## config.mk

```make
export PLATFORM = sky130hd
export DESIGN_NAME = hsh_shift_unit
export DESIGN_NICKNAME = d
export VERILOG_FILES = /design/src/rtl/hsh_pkg.sv /design/src/rtl/hsh_half_pick.sv /design/src/rtl/hsh_sat_shift.sv /design/src/rtl/hsh_half_merge.sv /design/src/rtl/hsh_shift_unit.sv
export SDC_FILE = /design/constraint.sdc
export NUM_CORES = 1
export LEC_CHECK = 0
export ABC_AREA = 1
export BUFFER_PORTS_ARGS = -buffer_cell sky130_fd_sc_hd__buf_4
export CAP_MARGIN = 20
export CORE_MARGIN = 2
export CORE_UTILIZATION = 35
export CTS_BUF_LIST = sky130_fd_sc_hd__clkbuf_4 sky130_fd_sc_hd__clkbuf_8
export CTS_CLUSTER_SIZE = 28
export DETAILED_ROUTE_END_ITERATION = 7
export PLACE_DENSITY = 0.59
export SYNTH_ARGS = -nofsm -noshare
export SYNTH_HDL_FRONTEND = slang
export SYNTH_SLANG_ARGS = --single-unit
```

## constraint.sdc

```tcl
create_clock -name clk -period 3.4 [get_ports clk]
set_clock_uncertainty 0.2 [all_clocks]
set_input_delay 0.17 -clock clk [delete_from_list [all_inputs] [get_ports clk]]
set_output_delay 0.17 -clock clk [all_outputs]
set_load 0.01 [all_outputs]
```

## src/rtl/hsh_pkg.sv

```systemverilog
package hsh_pkg;

   localparam int HSH_HALF_W = 16;
   localparam int HSH_CNT_W  = 6;

   typedef enum logic {
      HALF_LO = 1'b0,
      HALF_HI = 1'b1
   } half_sel_e;

endpackage

```

## src/rtl/hsh_half_pick.sv

```systemverilog
module hsh_half_pick #(
   parameter int HALF_W = 16
) (
   input  logic [2*HALF_W-1:0] word_i,
   input  logic                hi_i,
   output logic [HALF_W-1:0]   half_o
);
   import hsh_pkg::*;

   logic [HALF_W-1:0] halves [2];

   for (genvar h = 0; h < 2; h++) begin : g_split
      assign halves[h] = word_i[h*HALF_W +: HALF_W];
   end

   always_comb begin
      half_o = (half_sel_e'(hi_i) == HALF_HI) ? halves[1] : halves[0];
   end
endmodule

```

## src/rtl/hsh_sat_shift.sv

```systemverilog
module hsh_sat_shift #(
   parameter int DATA_W = 16,
   parameter int CNT_W  = 6
) (
   input  logic [DATA_W-1:0] operand_i,
   input  logic [CNT_W-1:0]  count_i,
   output logic [DATA_W-1:0] value_o,
   output logic              sat_o
);
   // Widest left shift is 2**(CNT_W-1)-1, so this width never drops a bit.
   localparam int EXT_W  = DATA_W + (1 << (CNT_W - 1));
   localparam int TOP_W  = EXT_W - DATA_W + 1;

   localparam logic [DATA_W-1:0] POS_LIM = {1'b0, {(DATA_W-1){1'b1}}};
   localparam logic [DATA_W-1:0] NEG_LIM = {1'b1, {(DATA_W-1){1'b0}}};

   logic              go_left;
   logic [CNT_W-1:0]  mag;
   logic signed [EXT_W-1:0] stage_v [CNT_W+1];
   logic [TOP_W-1:0]  top_bits;
   logic              fits;

   assign go_left = ~count_i[CNT_W-1];
   assign mag     = go_left ? count_i : (~count_i + CNT_W'(1));

   assign stage_v[0] = {{(EXT_W-DATA_W){operand_i[DATA_W-1]}}, operand_i};

   // One stage per magnitude bit, each moving by a power of two.
   for (genvar g = 0; g < CNT_W; g++) begin : g_stage
      localparam int STEP = 1 << g;
      always_comb begin
         if (!mag[g])
            stage_v[g+1] = stage_v[g];
         else if (go_left)
            stage_v[g+1] = stage_v[g] <<< STEP;
         else
            stage_v[g+1] = stage_v[g] >>> STEP;
      end
   end

   // Result fits when every bit from the result sign upward agrees.
   assign top_bits = stage_v[CNT_W][EXT_W-1:DATA_W-1];
   assign fits     = (&top_bits) | ~(|top_bits);

   always_comb begin
      sat_o   = go_left & ~fits;
      value_o = stage_v[CNT_W][DATA_W-1:0];
      if (sat_o)
         value_o = operand_i[DATA_W-1] ? NEG_LIM : POS_LIM;
   end
endmodule

```

## src/rtl/hsh_half_merge.sv

```systemverilog
module hsh_half_merge #(
   parameter int HALF_W = 16
) (
   input  logic [2*HALF_W-1:0] prev_i,
   input  logic [HALF_W-1:0]   new_i,
   input  logic                hi_i,
   output logic [2*HALF_W-1:0] word_o
);
   import hsh_pkg::*;

   for (genvar h = 0; h < 2; h++) begin : g_lane
      localparam half_sel_e MINE = (h == 1) ? HALF_HI : HALF_LO;
      assign word_o[h*HALF_W +: HALF_W] =
         (half_sel_e'(hi_i) == MINE) ? new_i : prev_i[h*HALF_W +: HALF_W];
   end
endmodule

```

## src/rtl/hsh_shift_unit.sv

```systemverilog
module hsh_shift_unit #(
   parameter int DATA_W = hsh_pkg::HSH_HALF_W,
   parameter int CNT_W  = hsh_pkg::HSH_CNT_W
) (
   input  logic                  clk,
   input  logic                  rst,
   input  logic                  valid_i,
   input  logic [2*DATA_W-1:0]   src_word_i,
   input  logic [2*DATA_W-1:0]   cnt_word_i,
   input  logic                  src_hi_i,
   input  logic                  dst_hi_i,
   input  logic [2*DATA_W-1:0]   prev_word_i,
   output logic [2*DATA_W-1:0]   result_o,
   output logic                  ovf_o
);
   localparam int WORD_W = 2 * DATA_W;

   if (DATA_W < 2) begin : g_bad_data
      $error("hsh_shift_unit: DATA_W must be at least 2");
   end
   if (CNT_W < 2 || CNT_W > DATA_W) begin : g_bad_cnt
      $error("hsh_shift_unit: CNT_W must lie in 2..DATA_W");
   end

   logic [DATA_W-1:0] operand;
   logic [DATA_W-1:0] shifted;
   logic              sat;
   logic [WORD_W-1:0] merged;
   logic              cnt_unused;

   assign cnt_unused = ^cnt_word_i[WORD_W-1:CNT_W];

   hsh_half_pick #(.HALF_W(DATA_W)) u_pick (
      .word_i (src_word_i),
      .hi_i   (src_hi_i),
      .half_o (operand)
   );

   hsh_sat_shift #(.DATA_W(DATA_W), .CNT_W(CNT_W)) u_shift (
      .operand_i (operand),
      .count_i   (cnt_word_i[CNT_W-1:0]),
      .value_o   (shifted),
      .sat_o     (sat)
   );

   hsh_half_merge #(.HALF_W(DATA_W)) u_merge (
      .prev_i (prev_word_i),
      .new_i  (shifted),
      .hi_i   (dst_hi_i),
      .word_o (merged)
   );

   always_ff @(posedge clk) begin
      if (rst) begin
         result_o <= '0;
         ovf_o    <= 1'b0;
      end else if (valid_i) begin
         result_o <= merged;
         ovf_o    <= sat;
      end
   end
endmodule

```

==> results of run 1 <==
-- cell type report --
cell class | instances | area share (%)
clock buffer | 7 | 1.70
tap | 147 | 3.47
sequential | 33 | 12.4
inverter | 38 | 2.78
multi-input combinational | 706 | 60.1
timing repair buffer | 131 | 18.9
clock inverter | 1 | 0.566
-- worst max-delay path: stages --
cell	delay (ps)
sky130_fd_sc_hd__buf_4	110
sky130_fd_sc_hd__inv_1	110
sky130_fd_sc_hd__ha_1	260
sky130_fd_sc_hd__nand2_1	90
sky130_fd_sc_hd__inv_2	50
sky130_fd_sc_hd__nor2_4	330
sky130_fd_sc_hd__nand2_1	130
sky130_fd_sc_hd__o211ai_1	110
sky130_fd_sc_hd__nand2_1	100
sky130_fd_sc_hd__a21oi_1	130
sky130_fd_sc_hd__nand2_1	100
sky130_fd_sc_hd__nand2_1	70
sky130_fd_sc_hd__nand3_1	70
sky130_fd_sc_hd__nor2_1	100
sky130_fd_sc_hd__nand2_1	50
sky130_fd_sc_hd__nor2_1	170
sky130_fd_sc_hd__nand3_2	140
sky130_fd_sc_hd__nand2_4	200
sky130_fd_sc_hd__nand2_1	170
sky130_fd_sc_hd__nand3_1	110
sky130_fd_sc_hd__nand2_1	70
sky130_fd_sc_hd__a21oi_1	110
-- registers in the layout (all words and copies together), names as in the netlist --
signal    count
result_o     32
ovf_o         1
-- layer usage --
metal	vias up	share of wire, %	routed length [microns]
li1	2798	-	-
met1	2329	49	6750
met2	146	46	6290
met3	12	4.7	656
met4	0	0.90	125
met5	-	0	0
-- metrics by stage --
stage	std cells	worst slack, ps	hold WS, ps
final	1063	469	57.3
after global routing	1063	63.4	75.3
after CTS	1063	483	54.4
after detailed placement	1052	190	205
after global placement	1052	198	205
after floorplan	823	518	69.0
-- cells by family (layout without fill, tap and decap cells) --
logic type	count (synthesis)	count (layout)
simple gates	618	618
buf+inv	84	177
flops	33	33
fa+ha+maj	1	1
compound gates	87	87
-- report_power, final --
part,total [mW],switching (mW),internal [mW]
registers,0.428,0.0140,0.414
logic,0.770,0.475,0.295
clock network,0.389,0.142,0.247
total,1.59,0.631,0.956
-- cell usage in the layout, fill, tap and decap left out, types with 3 or more instances in the layout --
cell,synthesis,routed
sky130_fd_sc_hd__a21oi_1,36,36
sky130_fd_sc_hd__a21oi_2,17,17
sky130_fd_sc_hd__buf_4,7,127
sky130_fd_sc_hd__clkbuf_8,0,6
sky130_fd_sc_hd__dfxtp_1,33,33
sky130_fd_sc_hd__dlygate4sd3_1,0,3
sky130_fd_sc_hd__inv_1,24,24
sky130_fd_sc_hd__inv_2,12,12
sky130_fd_sc_hd__nand2_1,382,382
sky130_fd_sc_hd__nand2_2,21,21
sky130_fd_sc_hd__nand3_1,82,82
sky130_fd_sc_hd__nand3_2,12,12
sky130_fd_sc_hd__nand3b_1,4,4
sky130_fd_sc_hd__nand4_1,5,5
sky130_fd_sc_hd__nor2_1,98,98
sky130_fd_sc_hd__nor2_2,3,3
sky130_fd_sc_hd__nor2_4,6,6
sky130_fd_sc_hd__o211ai_1,3,3
sky130_fd_sc_hd__o21ai_0,14,14
sky130_fd_sc_hd__o21ai_1,6,6
sky130_fd_sc_hd__o31ai_1,3,3
-- how the worst max path moves through the flow --
stage / start / endpoint / cells after the start
4_1_cts: cnt_word_i[1] / result_o[8] / 22
3_5_place_dp: cnt_word_i[1] / result_o[8] / 22
3_3_place_gp: cnt_word_i[1] / result_o[8] / 22
2_1_floorplan: cnt_word_i[0] / result_o[4] / 23
6_report: cnt_word_i[1] / result_o[30] / 22
5_1_grt: cnt_word_i[1] / result_o[12] / 22
-- timing repair --
action                                 CTS  global route
gates resized for setup                  0             0
hold buffers                             3             0
endpoints found under the hold margin    3             0
==> metrics.cfg, run 1 <==
[detailed_routing]
routed_wire_length_per_instance_microns=13.0
drt_wl_total_microns=13800
drt_iter0_drc=465
routed_antenna_nets=0
vias_after_detailed_routing=5285
detail_route.drc_violations=0
drt_pre_antenna_iters=5
route.detailed.vias_per_inst=4.97

[timing]
period_share_pct=86.2
setup-tns-final_ps=0
period_minus_slack_ps=2930
rsz0062_at_grt=no
finalHoldViolCount=0
timing.final.max_slew_violations=0
setup_viol=0
max_freq_mhz=341
worst_pin_slew_ps=1080
maxSlewHeadroom_pct=27.6

[layout]
p_r_area_growth_vs_syn_pct=24.0
fill_cells=1385
final_cell_area_sq_um=5310
finalNetCount=1017
insertedDiodeCount=0
area_taken_by_flip_flops_and_latches_sq_um=661
postLayoutCoreUtil_pct=44.4
multiInputGateArea_sq_um=3190
post_route_cells_drive_above_1_share_pct=22.9

[clocking]
clockRootBuffer=sky130_fd_sc_hd__clkbuf_8
clkSlewWorstSetupHoldPaths_ps=70
post_cts.repair.setup_buffers=0
htree_depth=2
clock_path_buffers=2
inserted_clock_buffers=5
clock-sinks=33
cts_tree=done
clock_latency_ps=280

[worst_setup_path]
worst-setup-path-type=input port to flip-flop
worst_setup_end_kind=flip-flop
worst_r2r_startpoint=result_o[23]
crit-reg2reg-capture=result_o[23]
startpoint_type=input port
worst-endpoint-arrival_ps=2940
timing.reg2reg.setup_slack_ps=2540
worst-path-max-fanout=18
worst_ep_required_time_ps=3410
reg2reg_depth=2

[grt]
grt_pass1_wl_microns=23400
largest_net_degree_at_the_start_of_global_routing=63
grt_use_met1_pct=31.0
via_count_of_the_first_global_routing_pass=4907
grt.busiest_layer=met2
antenna_found_initial=0
global_route.usage.met2_pct=35.0
gr-total-overflow=0
groute.layer.met3.usage_pct=1.38
grt_use_total_pct=21.4

[yosys]
yosysTopAreaCell=sky130_fd_sc_hd__nand2_1
synth_compound_gate_area_share_pct=12.5
netlist_area_sq_um=4280
ys_seq_area_share_pct=15.4
number_of_flops_mapped_to_enable_cells_by_yosys=0
synth.lib_cells_used.distinct=34
yosys.area_share.xor_xnor_pct=0
netlist.area_leader.share_pct=33.5
ys_async_sr_fraction_pct=0
synthFlopType=sky130_fd_sc_hd__dfxtp_1
synth.net_count=925
post_synth_fa_ha_maj_area_fraction_pct=0.292
syn-mean-instance-area_sq_um=5.20
yosys-top-cells-count=sky130_fd_sc_hd__nand2_1, sky130_fd_sc_hd__nor2_1, sky130_fd_sc_hd__nand3_1
synth_warnings=0
synth_simple_gate_area_share_pct=61.8
synth.top_cells.by_area=sky130_fd_sc_hd__nand2_1, sky130_fd_sc_hd__dfxtp_1, sky130_fd_sc_hd__nand3_1, sky130_fd_sc_hd__nor2_1, sky130_fd_sc_hd__a21oi_1
post_synth_mux_area_share_pct=0
synthMostInstantiatedCell=sky130_fd_sc_hd__nand2_1
synth_top_family_by_area=simple AND/OR/NAND/NOR gates
netlist_instances=823
synth-seq-cells=33

[run]
cap_viol_max_count=0

[die]
pin_count=134
die_w_microns=115
fp.dieH_microns=115
fp-row-count=40
core_region_area_sq_um=12000
floorplan.initialDensity_pct=35.8
fp.dieArea_sq_um=13100

[hold_path]
worst_hold_path_type=input port to flip-flop
whs_path_depth=5
hold_start=prev_word_i[29]
endpoint_worst_hold=result_o[29]

[place]
portBuffers=107
detailed_place_hpwl_microns=10600
post_dp_cell_area_sq_um=5160
gp_congestion=0.974

[pwr]
power_density_cells_nw_per_um2=299
ir_drop_mv=0.124
power.total_mw=1.59
leakage_nw=2.74

[run_status]
run_status=finished, final reports clean

Power figures use the tool's default switching activity.
==> run 2: changes to the inputs <==
==> constraint.sdc (replaced) <==
create_clock -name clk -period 3.5 [get_ports clk]
set_clock_uncertainty 0.2 [all_clocks]
set_input_delay 0.175 -clock clk [delete_from_list [all_inputs] [get_ports clk]]
set_output_delay 0.175 -clock clk [all_outputs]
set_load 0.01 [all_outputs]
==> run 2 against run 1 <==
  * Global-route usage fell by 0.23 points
  * Cell count down 0.47%
  * Clock power down 2%
  * Sequential power decreased by 3%
  * Critical path depth is the same
  * Combinational power decreased by 3.6%
  * Sequential cell count is the same
  * First-iteration DRC count decreased by 5.4%
  * Design area shrank 0.59%
  * Power down 2.9%
  * Core utilization decreased by 0.26 points
  * Non-clock buffer count decreased by 5
  * Largest cell class unchanged
==> metrics.cfg, run 2 (synthesis gave the netlist of run 1 again) <==
[detailed_routing]
routed_wire_length_per_instance_microns=13.3  ; was 13.0 microns
drt_iter0_drc=440  ; was 465
vias_after_detailed_routing=5276  ; was 5285
routed_antenna_nets=0  ; unchanged
drt_pre_antenna_iters=5  ; unchanged
route.detailed.vias_per_inst=4.99  ; was 4.97
drt_wl_total_microns=14000  ; was 13800 microns
detail_route.drc_violations=0  ; unchanged

[die]
fp.dieH_microns=115  ; unchanged
core_region_area_sq_um=12000  ; unchanged
pin_count=134  ; unchanged
fp-row-count=40  ; unchanged
floorplan.initialDensity_pct=35.8  ; unchanged
fp.dieArea_sq_um=13100  ; unchanged
die_w_microns=115  ; unchanged

[timing]
finalHoldViolCount=0  ; unchanged
period_minus_slack_ps=2970
rsz0062_at_grt=no  ; unchanged
max_freq_mhz=337
setup_viol=0  ; unchanged
maxSlewHeadroom_pct=35.3  ; was 27.6%
setup_ws_ps=534  ; was 469 ps
period_share_pct=84.7
timing.final.max_slew_violations=0  ; unchanged
setup-tns-final_ps=0  ; unchanged
worst_pin_slew_ps=969  ; was 1080 ps

[clocking]
post_cts_resize_count=0  ; unchanged
htree_depth=2  ; unchanged
post_cts.repair.setup_buffers=0  ; unchanged
clock_latency_ps=280  ; about the same
clockRootBuffer=sky130_fd_sc_hd__clkbuf_8  ; unchanged
clock_path_buffers=2  ; unchanged
inserted_clock_buffers=5  ; unchanged
cts_tree=done  ; unchanged
number_of_buffers_inserted_by_hold_repair_at_cts=3  ; unchanged
clock-sinks=33  ; unchanged
clkSlewWorstSetupHoldPaths_ps=70  ; about the same

[pwr]
clkPwrFrac_pct=24.9  ; was 24.5%
combPwrFrac_pct=48.1  ; was 48.5%
leakage_nw=2.72  ; was 2.74 nW
cell_internal_pwr_uw=922  ; was 956 uW
power.share.sequential_pct=27.0  ; about the same
net_switching_power_uw=619  ; was 631 uW
power_switching_share_pct=40.1  ; was 39.8%
power_density_cells_nw_per_um2=292  ; was 299 nW/um^2
ir_drop_mv=0.129  ; was 0.124 mV

[layout]
post_route_cells_drive_above_1_share_pct=22.5  ; was 22.9%
layout_common_cells=sky130_fd_sc_hd__nand2_1, sky130_fd_sc_hd__buf_4, sky130_fd_sc_hd__nor2_1, sky130_fd_sc_hd__nand3_1, sky130_fd_sc_hd__a21oi_1  ; unchanged
regs_by_ff_count=result_o (32), ovf_o (1)  ; unchanged
largest_reg_flops=32  ; unchanged
insertedDiodeCount=0  ; unchanged
reg_with_most_ffs=result_o  ; unchanged
fill_cells=1368  ; was 1385
finalNetCount=1012  ; was 1017
p_r_area_growth_vs_syn_pct=23.2  ; was 24.0%
layout_commonest_cell=sky130_fd_sc_hd__nand2_1  ; unchanged

[place]
placement.setup.worst_slack_ps=245  ; was 190 ps
detailed_place_hpwl_microns=10700  ; was 10600 microns
gp_congestion=0.918  ; was 0.974
portBuffers=107  ; unchanged

[worst_setup_path]
worst_setup_end_kind=flip-flop  ; unchanged
startpoint_type=input port  ; unchanged
worst-endpoint-arrival_ps=2980  ; was 2940 ps
worst_ep_required_time_ps=3520  ; was 3410 ps
worst-path-max-fanout=18  ; unchanged
worst-setup-path-type=input port to flip-flop  ; unchanged

[grt]
largest_net_degree_at_the_start_of_global_routing=63  ; unchanged
grt_use_total_pct=21.2  ; was 21.4%
gr-total-overflow=0  ; unchanged
grt_pass1_wl_microns=22900  ; was 23400 microns
antenna_found_initial=0  ; unchanged
via_count_of_the_first_global_routing_pass=4811  ; was 4907

[run_status]
run_status=finished, final reports clean  ; unchanged

[run]
cap_viol_max_count=0  ; unchanged

[hold_path]
worst_hold_path_type=input port to flip-flop  ; unchanged

==> run 2: cell count changes in the layout (fill, tap and decap cells not counted), sizes merged <==
cell,change
clkbuf,+1
buf,-6
==> run 2: final timing paths <==
kind	from	to	slack (ps)	cells after the start
min reg2reg	result_o[0]	result_o[0]	270	2
max reg2reg	result_o[17]	result_o[17]	2630	2
min	prev_word_i[3]	result_o[3]	60	5
max	cnt_word_i[1]	result_o[14]	530	22
==> run 2: power groups by stage <==
stage | clock network (mW) | logic (mW) | registers [mW]
4_1_cts | 0.392 | 0.736 | 0.416
2_1_floorplan | 0 | 0.495 | 0.435
5_1_grt | 0.404 | 0.836 | 0.418
3_3_place_gp | 0 | 0.733 | 0.424
3_5_place_dp | 0 | 0.730 | 0.424
6_report | 0.383 | 0.742 | 0.416
==> run 2: per-stage QoR <==
stage / instance area, sq um / hold WS (ps) / utilization (%) / std cells / power (mW)
floorplan: 4280 / 74.0 / - / 823 / 0.931
global placement: 5110 / 209 / 42.7 / 1046 / 1.16
detailed placement: 5110 / 212 / 42.7 / 1046 / 1.15
CTS: 5260 / 63.0 / 44.0 / 1057 / 1.54
global route: 5280 / 72.7 / 44.1 / 1058 / 1.66
finish: 5280 / 63.0 / 44.1 / 1058 / 1.54
==> run 2: metal layers <==
metal  track usage (%)  part of all wire, %  wire (microns)  up-vias
met2              33.7                   44            6210      154
met1              30.2                   49            6850     2312
li1                  -                    -               -     2785
met5                 0                    0               0        -
met4              7.64                  2.5             357        0
met3              1.27                  4.5             631       25
==> run 2: layout make-up <==
cell class | count | area, sq um | area share [%]
Clock buffer | 7 | 90.1 | 1.71
Clock inverter | 1 | 30.0 | 0.569
Inverter | 38 | 148 | 2.80
Multi-Input combinational cell | 706 | 3190 | 60.5
Sequential cell | 33 | 661 | 12.5
Tap cell | 147 | 184 | 3.49
Timing Repair Buffer | 126 | 972 | 18.4
==> run 2: worst max-delay path, stage by stage <==
cell and delay (ps):
sky130_fd_sc_hd__buf_4 110, sky130_fd_sc_hd__inv_1 120, sky130_fd_sc_hd__ha_1 270, sky130_fd_sc_hd__nand2_1 90, sky130_fd_sc_hd__inv_2 50, sky130_fd_sc_hd__nor2_4 340
sky130_fd_sc_hd__nand2_1 130, sky130_fd_sc_hd__o211ai_1 120, sky130_fd_sc_hd__nand2_1 120, sky130_fd_sc_hd__a21oi_1 140, sky130_fd_sc_hd__nand2_1 110, sky130_fd_sc_hd__nand2_1 70
sky130_fd_sc_hd__nand3_1 60, sky130_fd_sc_hd__nor2_1 100, sky130_fd_sc_hd__nand2_1 50, sky130_fd_sc_hd__nor2_1 150, sky130_fd_sc_hd__nand3_2 130, sky130_fd_sc_hd__nand2_4 200
sky130_fd_sc_hd__nand2_1 160, sky130_fd_sc_hd__nand3_1 110, sky130_fd_sc_hd__nand2_1 70, sky130_fd_sc_hd__a21oi_1 110
